File: config.mk
export PLATFORM = sky130hd
export DESIGN_NAME = rh_port_reg
export DESIGN_NICKNAME = d
export VERILOG_FILES = /design/src/rtl/rhp_pkg.sv /design/src/rtl/rhp_wr_decode.sv /design/src/rtl/rhp_port_fsm.sv /design/src/rtl/rhp_chg_flags.sv /design/src/rtl/rh_port_reg.sv
export SDC_FILE = /design/constraint.sdc
export NUM_CORES = 1
export LEC_CHECK = 0
export BUFFER_PORTS_ARGS = -buffer_cell sky130_fd_sc_hd__buf_2
export CAP_MARGIN = 20
export CELL_PAD_IN_SITES_DETAIL_PLACEMENT = 1
export CELL_PAD_IN_SITES_GLOBAL_PLACEMENT = 2
export CORE_MARGIN = 2
export CORE_UTILIZATION = 16
export CTS_CLUSTER_DIAMETER = 40
export CTS_CLUSTER_SIZE = 40
export DETAILED_ROUTE_END_ITERATION = 12
export PLACE_DENSITY_LB_ADDON = 0.15
export SETUP_SLACK_MARGIN = 0.4
export SKIP_CTS_REPAIR_TIMING = 1
export SYNTH_ARGS = -nofsm -noshare
export SYNTH_HDL_FRONTEND = slang
export SYNTH_SLANG_ARGS = --single-unit
File: constraint.sdc
create_clock -name clk -period 1.4 [get_ports clk]
set_clock_uncertainty 0.05 [all_clocks]
set_input_delay 0.28 -clock clk [delete_from_list [all_inputs] [get_ports clk]]
set_output_delay 0.28 -clock clk [all_outputs]
set_load 0.02 [all_outputs]
File: src/rtl/rhp_pkg.sv
// Package: shared bit positions and the decoded command type for the
// root hub port register. Assumes a 32-bit register word.
package rhp_pkg;
    localparam int REG_W   = 32;
    // read/command bit positions (software decodes these)
    localparam int B_CCS   = 0;
    localparam int B_PES   = 1;
    localparam int B_PSS   = 2;
    localparam int B_POC   = 3;
    localparam int B_PRS   = 4;
    localparam int B_PPS   = 8;
    localparam int B_LSA   = 9;
    // change flags
    localparam int C_BASE  = 16;
    localparam int NCHG    = 5;
    localparam int CH_CONN = 0;
    localparam int CH_EN   = 1;
    localparam int CH_SUSP = 2;
    localparam int CH_OC   = 3;
    localparam int CH_RST  = 4;

    typedef struct packed {
        logic            clr_en;
        logic            set_en;
        logic            set_susp;
        logic            clr_susp;
        logic            set_rst;
        logic            set_pwr;
        logic            clr_pwr;
        logic [NCHG-1:0] chg_clr;
    } port_cmd_t;
endpackage

File: src/rtl/rhp_wr_decode.sv
// Module: turns one register write into command pulses.
// Assumes wr_en is a single-cycle strobe. A 0 bit never yields a command.
module rhp_wr_decode
    import rhp_pkg::*;
(
    input  logic             wr_en,
    input  logic [REG_W-1:0] wr_data,
    output port_cmd_t        cmd
);
    // decode each command bit, gated by the strobe
    always_comb begin
        cmd          = '0;
        cmd.clr_en   = wr_en & wr_data[B_CCS];
        cmd.set_en   = wr_en & wr_data[B_PES];
        cmd.set_susp = wr_en & wr_data[B_PSS];
        cmd.clr_susp = wr_en & wr_data[B_POC];
        cmd.set_rst  = wr_en & wr_data[B_PRS];
        cmd.set_pwr  = wr_en & wr_data[B_PPS];
        cmd.clr_pwr  = wr_en & wr_data[B_LSA];
        cmd.chg_clr  = wr_en ? wr_data[C_BASE +: NCHG] : '0;
    end
endmodule

File: src/rtl/rhp_port_fsm.sv
// Module: port state (connect, enable, suspend, reset, power, over-current,
// low speed) and the change events it raises.
// Assumes physical inputs are synchronous to clk and reset_done is a pulse.
// Priority: power removal, then detach, then reset completion, then writes.
module rhp_port_fsm
    import rhp_pkg::*;
(
    input  logic            clk,
    input  logic            rst_n,
    input  port_cmd_t       cmd,
    input  logic            dev_present,
    input  logic            dev_low_speed,
    input  logic            oc_in,
    input  logic            reset_done,
    output logic            ccs_o,
    output logic            en_o,
    output logic            susp_o,
    output logic            rst_o,
    output logic            pwr_o,
    output logic            oc_o,
    output logic            ls_o,
    output logic [NCHG-1:0] chg_set
);
    logic ccs_q, en_q, susp_q, rst_q, pwr_q, oc_q, ls_q;
    logic en_d, susp_d, rst_d, pwr_d;
    logic oc_rise, detach, pwr_off, kill, set_en_ok;

    // event detection on sampled inputs
    always_comb begin
        oc_rise   = oc_in & ~oc_q;
        detach    = ccs_q & ~dev_present;
        pwr_off   = oc_rise | cmd.clr_pwr;
        kill      = pwr_off | detach;
        set_en_ok = cmd.set_en & ccs_q & pwr_q;
    end

    // next-state for power, enable, suspend and reset
    always_comb begin
        pwr_d  = pwr_off ? 1'b0 : (cmd.set_pwr ? 1'b1 : pwr_q);
        en_d   = en_q;
        susp_d = susp_q;
        rst_d  = rst_q;
        if (kill) begin
            en_d   = 1'b0;
            susp_d = 1'b0;
            rst_d  = 1'b0;
        end else begin
            if (rst_q && reset_done) begin
                rst_d = 1'b0;
                en_d  = 1'b1;
            end else if (cmd.set_rst && ccs_q && pwr_q) begin
                rst_d = 1'b1;
            end
            if (cmd.clr_en) begin
                en_d   = 1'b0;
                susp_d = 1'b0;
            end else if (set_en_ok) begin
                en_d = 1'b1;
            end
            if (cmd.clr_susp && susp_q) begin
                susp_d = 1'b0;
            end else if (cmd.set_susp && en_q && !cmd.clr_en) begin
                susp_d = 1'b1;
            end
        end
    end

    // change events raised this cycle
    always_comb begin
        chg_set          = '0;
        chg_set[CH_CONN] = (ccs_q != dev_present) | (cmd.set_en & ~ccs_q);
        chg_set[CH_EN]   = en_q & (oc_rise | detach);
        chg_set[CH_SUSP] = cmd.clr_susp & susp_q & ~kill;
        chg_set[CH_OC]   = oc_rise;
        chg_set[CH_RST]  = rst_q & reset_done & ~kill;
    end

    // state registers
    always_ff @(posedge clk) begin
        if (!rst_n) begin
            ccs_q  <= 1'b0;
            en_q   <= 1'b0;
            susp_q <= 1'b0;
            rst_q  <= 1'b0;
            pwr_q  <= 1'b0;
            oc_q   <= 1'b0;
            ls_q   <= 1'b0;
        end else begin
            ccs_q  <= dev_present;
            en_q   <= en_d;
            susp_q <= susp_d;
            rst_q  <= rst_d;
            pwr_q  <= pwr_d;
            oc_q   <= oc_in;
            ls_q   <= dev_low_speed;
        end
    end

    assign ccs_o  = ccs_q;
    assign en_o   = en_q;
    assign susp_o = susp_q;
    assign rst_o  = rst_q;
    assign pwr_o  = pwr_q;
    assign oc_o   = oc_q;
    assign ls_o   = ccs_q & ls_q;

    AST_EN_NEEDS_PWR: assert property (@(posedge clk) disable iff (!rst_n) en_q |-> pwr_q);
    AST_SUSP_NEEDS_EN: assert property (@(posedge clk) disable iff (!rst_n) susp_q |-> en_q);
    AST_RST_NEEDS_PWR: assert property (@(posedge clk) disable iff (!rst_n) rst_q |-> pwr_q);
    AST_OC_CUTS_PWR: assert property (@(posedge clk) disable iff (!rst_n) (oc_in && !oc_q) |=> !pwr_q);
    AST_RST_DONE_ENABLES: assert property (@(posedge clk) disable iff (!rst_n)
        (rst_q && reset_done && !oc_rise && !cmd.clr_pwr && !detach && !cmd.clr_en) |=> (en_q && !rst_q));
    AST_DETACH_DISABLES: assert property (@(posedge clk) disable iff (!rst_n) (ccs_q && !dev_present) |=> (!en_q && !susp_q));
endmodule

File: src/rtl/rhp_chg_flags.sv
// Module: bank of latched change flags, set by hardware events and cleared
// by writing 1. A set event in the same cycle as a clear wins.
module rhp_chg_flags #(
    parameter int N = 5
) (
    input  logic         clk,
    input  logic         rst_n,
    input  logic [N-1:0] set_i,
    input  logic [N-1:0] clr_i,
    output logic [N-1:0] flags_o
);
    logic [N-1:0] flg_q;

    for (genvar i = 0; i < N; i++) begin : g_flag
        // one sticky flag: set has priority over a write-one clear
        always_ff @(posedge clk) begin
            if (!rst_n)          flg_q[i] <= 1'b0;
            else if (set_i[i])   flg_q[i] <= 1'b1;
            else if (clr_i[i])   flg_q[i] <= 1'b0;
        end

        AST_FLAG_SETS: assert property (@(posedge clk) disable iff (!rst_n) set_i[i] |=> flg_q[i]);
        AST_FLAG_W1C: assert property (@(posedge clk) disable iff (!rst_n) (clr_i[i] && !set_i[i]) |=> !flg_q[i]);
        AST_FLAG_HOLDS: assert property (@(posedge clk) disable iff (!rst_n) (!clr_i[i] && flg_q[i]) |=> flg_q[i]);
    end

    assign flags_o = flg_q;
endmodule

File: src/rtl/rh_port_reg.sv
// Module: top of the root hub port register. Decodes write commands, keeps
// port state and change flags, and assembles the read word.
// Assumes one register access per cycle and inputs synchronous to clk.
module rh_port_reg
    import rhp_pkg::*;
(
    input  logic             clk,
    input  logic             rst_n,
    input  logic             wr_en,
    input  logic [REG_W-1:0] wr_data,
    output logic [REG_W-1:0] rd_data,
    input  logic             dev_present,
    input  logic             dev_low_speed,
    input  logic             oc_in,
    input  logic             reset_done,
    output logic             port_enable_o,
    output logic             port_suspend_o,
    output logic             port_reset_o,
    output logic             port_power_o
);
    port_cmd_t       cmd;
    logic            ccs, en, susp, rst, pwr, oc, ls;
    logic [NCHG-1:0] chg_set, chg_flags;

    rhp_wr_decode u_dec (
        .wr_en   (wr_en),
        .wr_data (wr_data),
        .cmd     (cmd)
    );

    rhp_port_fsm u_fsm (
        .clk           (clk),
        .rst_n         (rst_n),
        .cmd           (cmd),
        .dev_present   (dev_present),
        .dev_low_speed (dev_low_speed),
        .oc_in         (oc_in),
        .reset_done    (reset_done),
        .ccs_o         (ccs),
        .en_o          (en),
        .susp_o        (susp),
        .rst_o         (rst),
        .pwr_o         (pwr),
        .oc_o          (oc),
        .ls_o          (ls),
        .chg_set       (chg_set)
    );

    rhp_chg_flags #(.N(NCHG)) u_flags (
        .clk     (clk),
        .rst_n   (rst_n),
        .set_i   (chg_set),
        .clr_i   (cmd.chg_clr),
        .flags_o (chg_flags)
    );

    // assemble the read word from state and flags
    always_comb begin
        rd_data                 = '0;
        rd_data[B_CCS]          = ccs;
        rd_data[B_PES]          = en;
        rd_data[B_PSS]          = susp;
        rd_data[B_POC]          = oc;
        rd_data[B_PRS]          = rst;
        rd_data[B_PPS]          = pwr;
        rd_data[B_LSA]          = ls;
        rd_data[C_BASE +: NCHG] = chg_flags;
    end

    assign port_enable_o  = en;
    assign port_suspend_o = susp;
    assign port_reset_o   = rst;
    assign port_power_o   = pwr;

    AST_ZERO_WRITE_INERT: assert property (@(posedge clk) disable iff (!rst_n)
        (wr_en && wr_data == '0 && !reset_done && oc_in == oc && dev_present == ccs)
        |=> $stable({port_enable_o, port_suspend_o, port_reset_o, port_power_o}));
endmodule

## Yosys cells after proc, flatten, opt, wreduce, memory -nomap -nowiden

Index checks and enable logic that the tools add are counted.

- Register bits: 12
- Output and inout bits: 36

- Equal/unequal tests: 1
- Muxes and demuxes: 15
- Bitwise logic cells: 27
- Reductions and logical operators: 18

Operators by type and width:

| cell | number |
|---|---|
| 1-bit bitwise AND | 18 |
| 1-bit two-way mux | 14 |
| 2-bit nonzero test | 7 |
| 3-bit OR reduction | 3 |
| 1-bit logical AND | 6 |
| 5-bit two-way mux | 1 |
| 1-bit NOT | 5 |
| 1-bit bitwise OR | 4 |
| 2-bit OR reduction | 1 |
| 1-bit zero test | 1 |
| 1-bit != test | 1 |

## Longest topological paths before layout

- Word-level depth: 7
- Depth in mapped cells: 4
- Depth with buffers taken out: 4

## Hierarchy

From an unflattened synthesis, not the netlist that was laid out.

- Cells, all modules: 89
- Area, all modules: 843.3 µm²

Modules (own cells, without submodules):

| module | instances | cells each | area each (µm²) | sequential area each (µm²) |
|---|---|---|---|---|
| rhp_port_fsm | 1 | 33 | 334.1 | 140.1 |
| rh_port_reg | 1 | 28 | 206.4 | 0.0 |
| rhp_chg_flags | 1 | 15 | 206.4 | 100.1 |
| rhp_wr_decode | 1 | 13 | 96.3 | 0.0 |

## Worst setup path before layout

No wires, ideal clock.

- Path kind: reg2reg
- Start: register u_fsm.ccs_q, in the netlist u_fsm.ccs_o
- End: register u_fsm.susp_q, in the netlist u_fsm.susp_o
- Arrival: 0.958 ns
- Data required time: 1.264 ns
- Setup slack: 0.307 ns
- Stages on the path, launching flop included: 4
- Period minus slack after synthesis: 1.093 ns
- Path through: dfxtp_1 -> ha_1 -> nand4b_2 -> a211oi_1

- Word-level cells in the longest chain between the ends: 3

Ends and longest elaborated chain:

| what | RTL line | source |
|---|---|---|
| from (decl) | rhp_port_fsm.sv:24 | `logic ccs_q, en_q, susp_q, rst_q, pwr_q, oc_q, ls_q;` |
| from (signal assigned) | rhp_port_fsm.sv:89 | `ccs_q <= dev_present;` |
| 1-bit bitwise AND | rhp_port_fsm.sv:31 | `detach = ccs_q & ~dev_present;` |
| 1-bit bitwise OR | rhp_port_fsm.sv:33 | `kill = pwr_off \| detach;` |
| 3-bit OR reduction (no source line) | -- |  |
| to (signal assigned) | rhp_port_fsm.sv:91 | `susp_q <= susp_d;` |
| to (decl) | rhp_port_fsm.sv:24 |  |

Every way passes these cells.
A chain may end at the register's enable or synchronous reset.

## Worst setup path in the final report

- Start: register u_fsm.ccs_q, in the netlist u_fsm.ccs_o
- End: output port rd_data[0]

RTL lines:

| what | RTL line | source |
|---|---|---|
| to (decl) | rh_port_reg.sv:11 | `output logic [REG_W-1:0] rd_data,` |

No word-level cell between the ends.

==> results.cfg <==
[yosys]
synthCells = 83
async_flop_share_pct = 0
synth_top_flop_cell = dfxtp_1
avgSynthCellArea_um2 = 8.68
synth_simple_gate_area_share_pct = 19.8
synth_edf_count = 0
syn_area_um2 = 721
synth_xor_area_share_pct = 0
ys_ff_latch = 12
synth_compound_area_share_pct = 11.3
ys_seq_area_share_pct = 33.3
synth_cell_types = 24
yosysWarnings = 0
muxShareOfSynthArea_pct = 1.56
synth_top_family_by_area = buffers and inverters
synthAdderAreaFrac_pct = 1.74

[clocking]
cts_tree = yes
cts_made_buffers = 3
clk_pin_slew_worst_paths_ps = 50
clk_latency_ps = 240
cts_root_buffer = clkbuf_8
htreeDepth = 1
cts.sinks = 12
clock_path_buffers = 2

[setup_path]
start_kind = flip-flop
arrival_ps = 860
critPathCaptureType = primary output
worstSetupStartpoint = u_fsm.ccs_o
path_class = reg -> out
r2r-start = u_fsm.ccs_o
required_ps = 1070
rrSetupSlack_ps = 280
critPathMaxFanout = 4

[global_routing]
grt_pass1_wl_mm = 2.69
grt_usage_pct = 6.98
gr-total-overflow = 0
grt_pass1_vias = 586
antenna_found_initial = 0
grt_max_degree = 15

[cells_and_area]
num-nets-final = 156
n_antenna_cell = 0
syn_to_final_growth_pct = 42.5
multi_input_area_um2 = 347
drive_above_1_share_pct = 52.6
final_core_util_pct = 23.6
final_common_cell = conb_1
fillers = 522
ff_latch_area_um2 = 267
final_cell_mix = 20 x conb_1, 18 x buf_2, 16 x buf_6

[timing]
finalCritPeriodShare_pct = 84.7
finalHoldViolations = 0
min_period_ps = 1190
finalSetupViolCount = 0
tns_ps = 0
rsz0062_at_grt = yes
maxClockFrequency_mhz = 843
fin_ws_ps = 214
final_max_slew_viol_count = 0
timing.hold.ws_ps = 199

[min_path]
hp-class = in -> reg
hp-start = dev_low_speed

[pwr]
finalPower_uw = 838
powerDensity_nw_per_um2 = 816
ir_worst_vdd_v = 0.000178
power_leakage_uw = 0.000476

[detailed_routing]
wire_per_inst_um = 10.8
routed_via_density = 3.55
vias = 590
ant_nets = 0
remaining_drc_errors = 0
drtIter0Drc = 12
routed_wl_mm = 1.79
firstDrtPassIters = 4

[job]
maxCapViolations = 0

[placed_design]
place_ws_ps = 211
place.gp.congestion = 0.660
io_buffers = 34

[die]
die_w_um = 71.1
die_h_um = 71.1
rows = 24
start_util_pct = 16.6
ios = 75
die-area_um2 = 5060
core_um2 = 4350

[run_status]
status = completed
[flip-flops by register name (all words and copies together) (netlist names)]
name / count
u_fsm.rst_o: 1
u_fsm.oc_o: 1
u_fsm.ls_q: 1
u_flags.flags_o: 5
u_fsm.susp_o: 1
u_fsm.pwr_o: 1
u_fsm.ccs_o: 1
u_fsm.en_o: 1
[critical path: stages (launching register included)]
cell,delay (ps)
dfxtp_4,360
buf_4,140
buf_6,120
[report_power, final]
group	switching [uW]	total, uW	internal, uW
combinational	107	168	60.8
sequential	8.88	355	347
clock	125	314	189
[logic make-up (layout without fill, tap and decap cells)]
group,after synthesis,after routing
muxes,1,1
and+or+nand+nor,25,25
AOI/OAI and AO/OA,12,12
adders and majority gates,1,1
DFF,12,12
other,1,20
buffers and inverters,31,43
[metrics by stage]
stage | cells | cell area (um2)
finish | 166 | 1030
global route | 166 | 1030
CTS | 162 | 865
detailed placement | 159 | 823
global placement | 159 | 823
floorplan | 102 | 810
[layout make-up]
type	instances	area share, %
well taps	52	6.33
flip-flops and latches	12	25.9
clock buffers	3	4.02
inverters	2	0.731
multi-input cells	59	33.7
repair buffers	38	29.2
[synth_stat cells, drive strengths merged, types with 2 or more instances]
cell type	n	share of area, %
nand2	8	4.2
buf	29	31
dfxtp	12	33
a21boi	2	2.1
a21oi	3	2.1
nor2	2	1.0
nand3	4	2.8
and2	4	3.5
inv	2	1.0
nand4	2	2.6
o21ai	4	2.8
[metal layers]
layer | GRT usage (%) | vias to the layer above | wire length (um)
met5 | 0 | - | 0
met4 | 3.77 | 0 | 7
met3 | 1.99 | 2 | 165
met2 | 10.7 | 34 | 810
met1 | 8.85 | 263 | 811
li1 | - | 291 | -
[path summary, 6_finish.rpt]
check	endpoint	depth (start not counted)
worst max-delay path	rd_data[0]	2
worst max register to register	u_fsm.en_o	3
worst min-delay path	u_fsm.ls_q	2
worst min register to register	u_flags.flags_o[1]	2
Note: power is estimated with default switching activity, not from simulation.
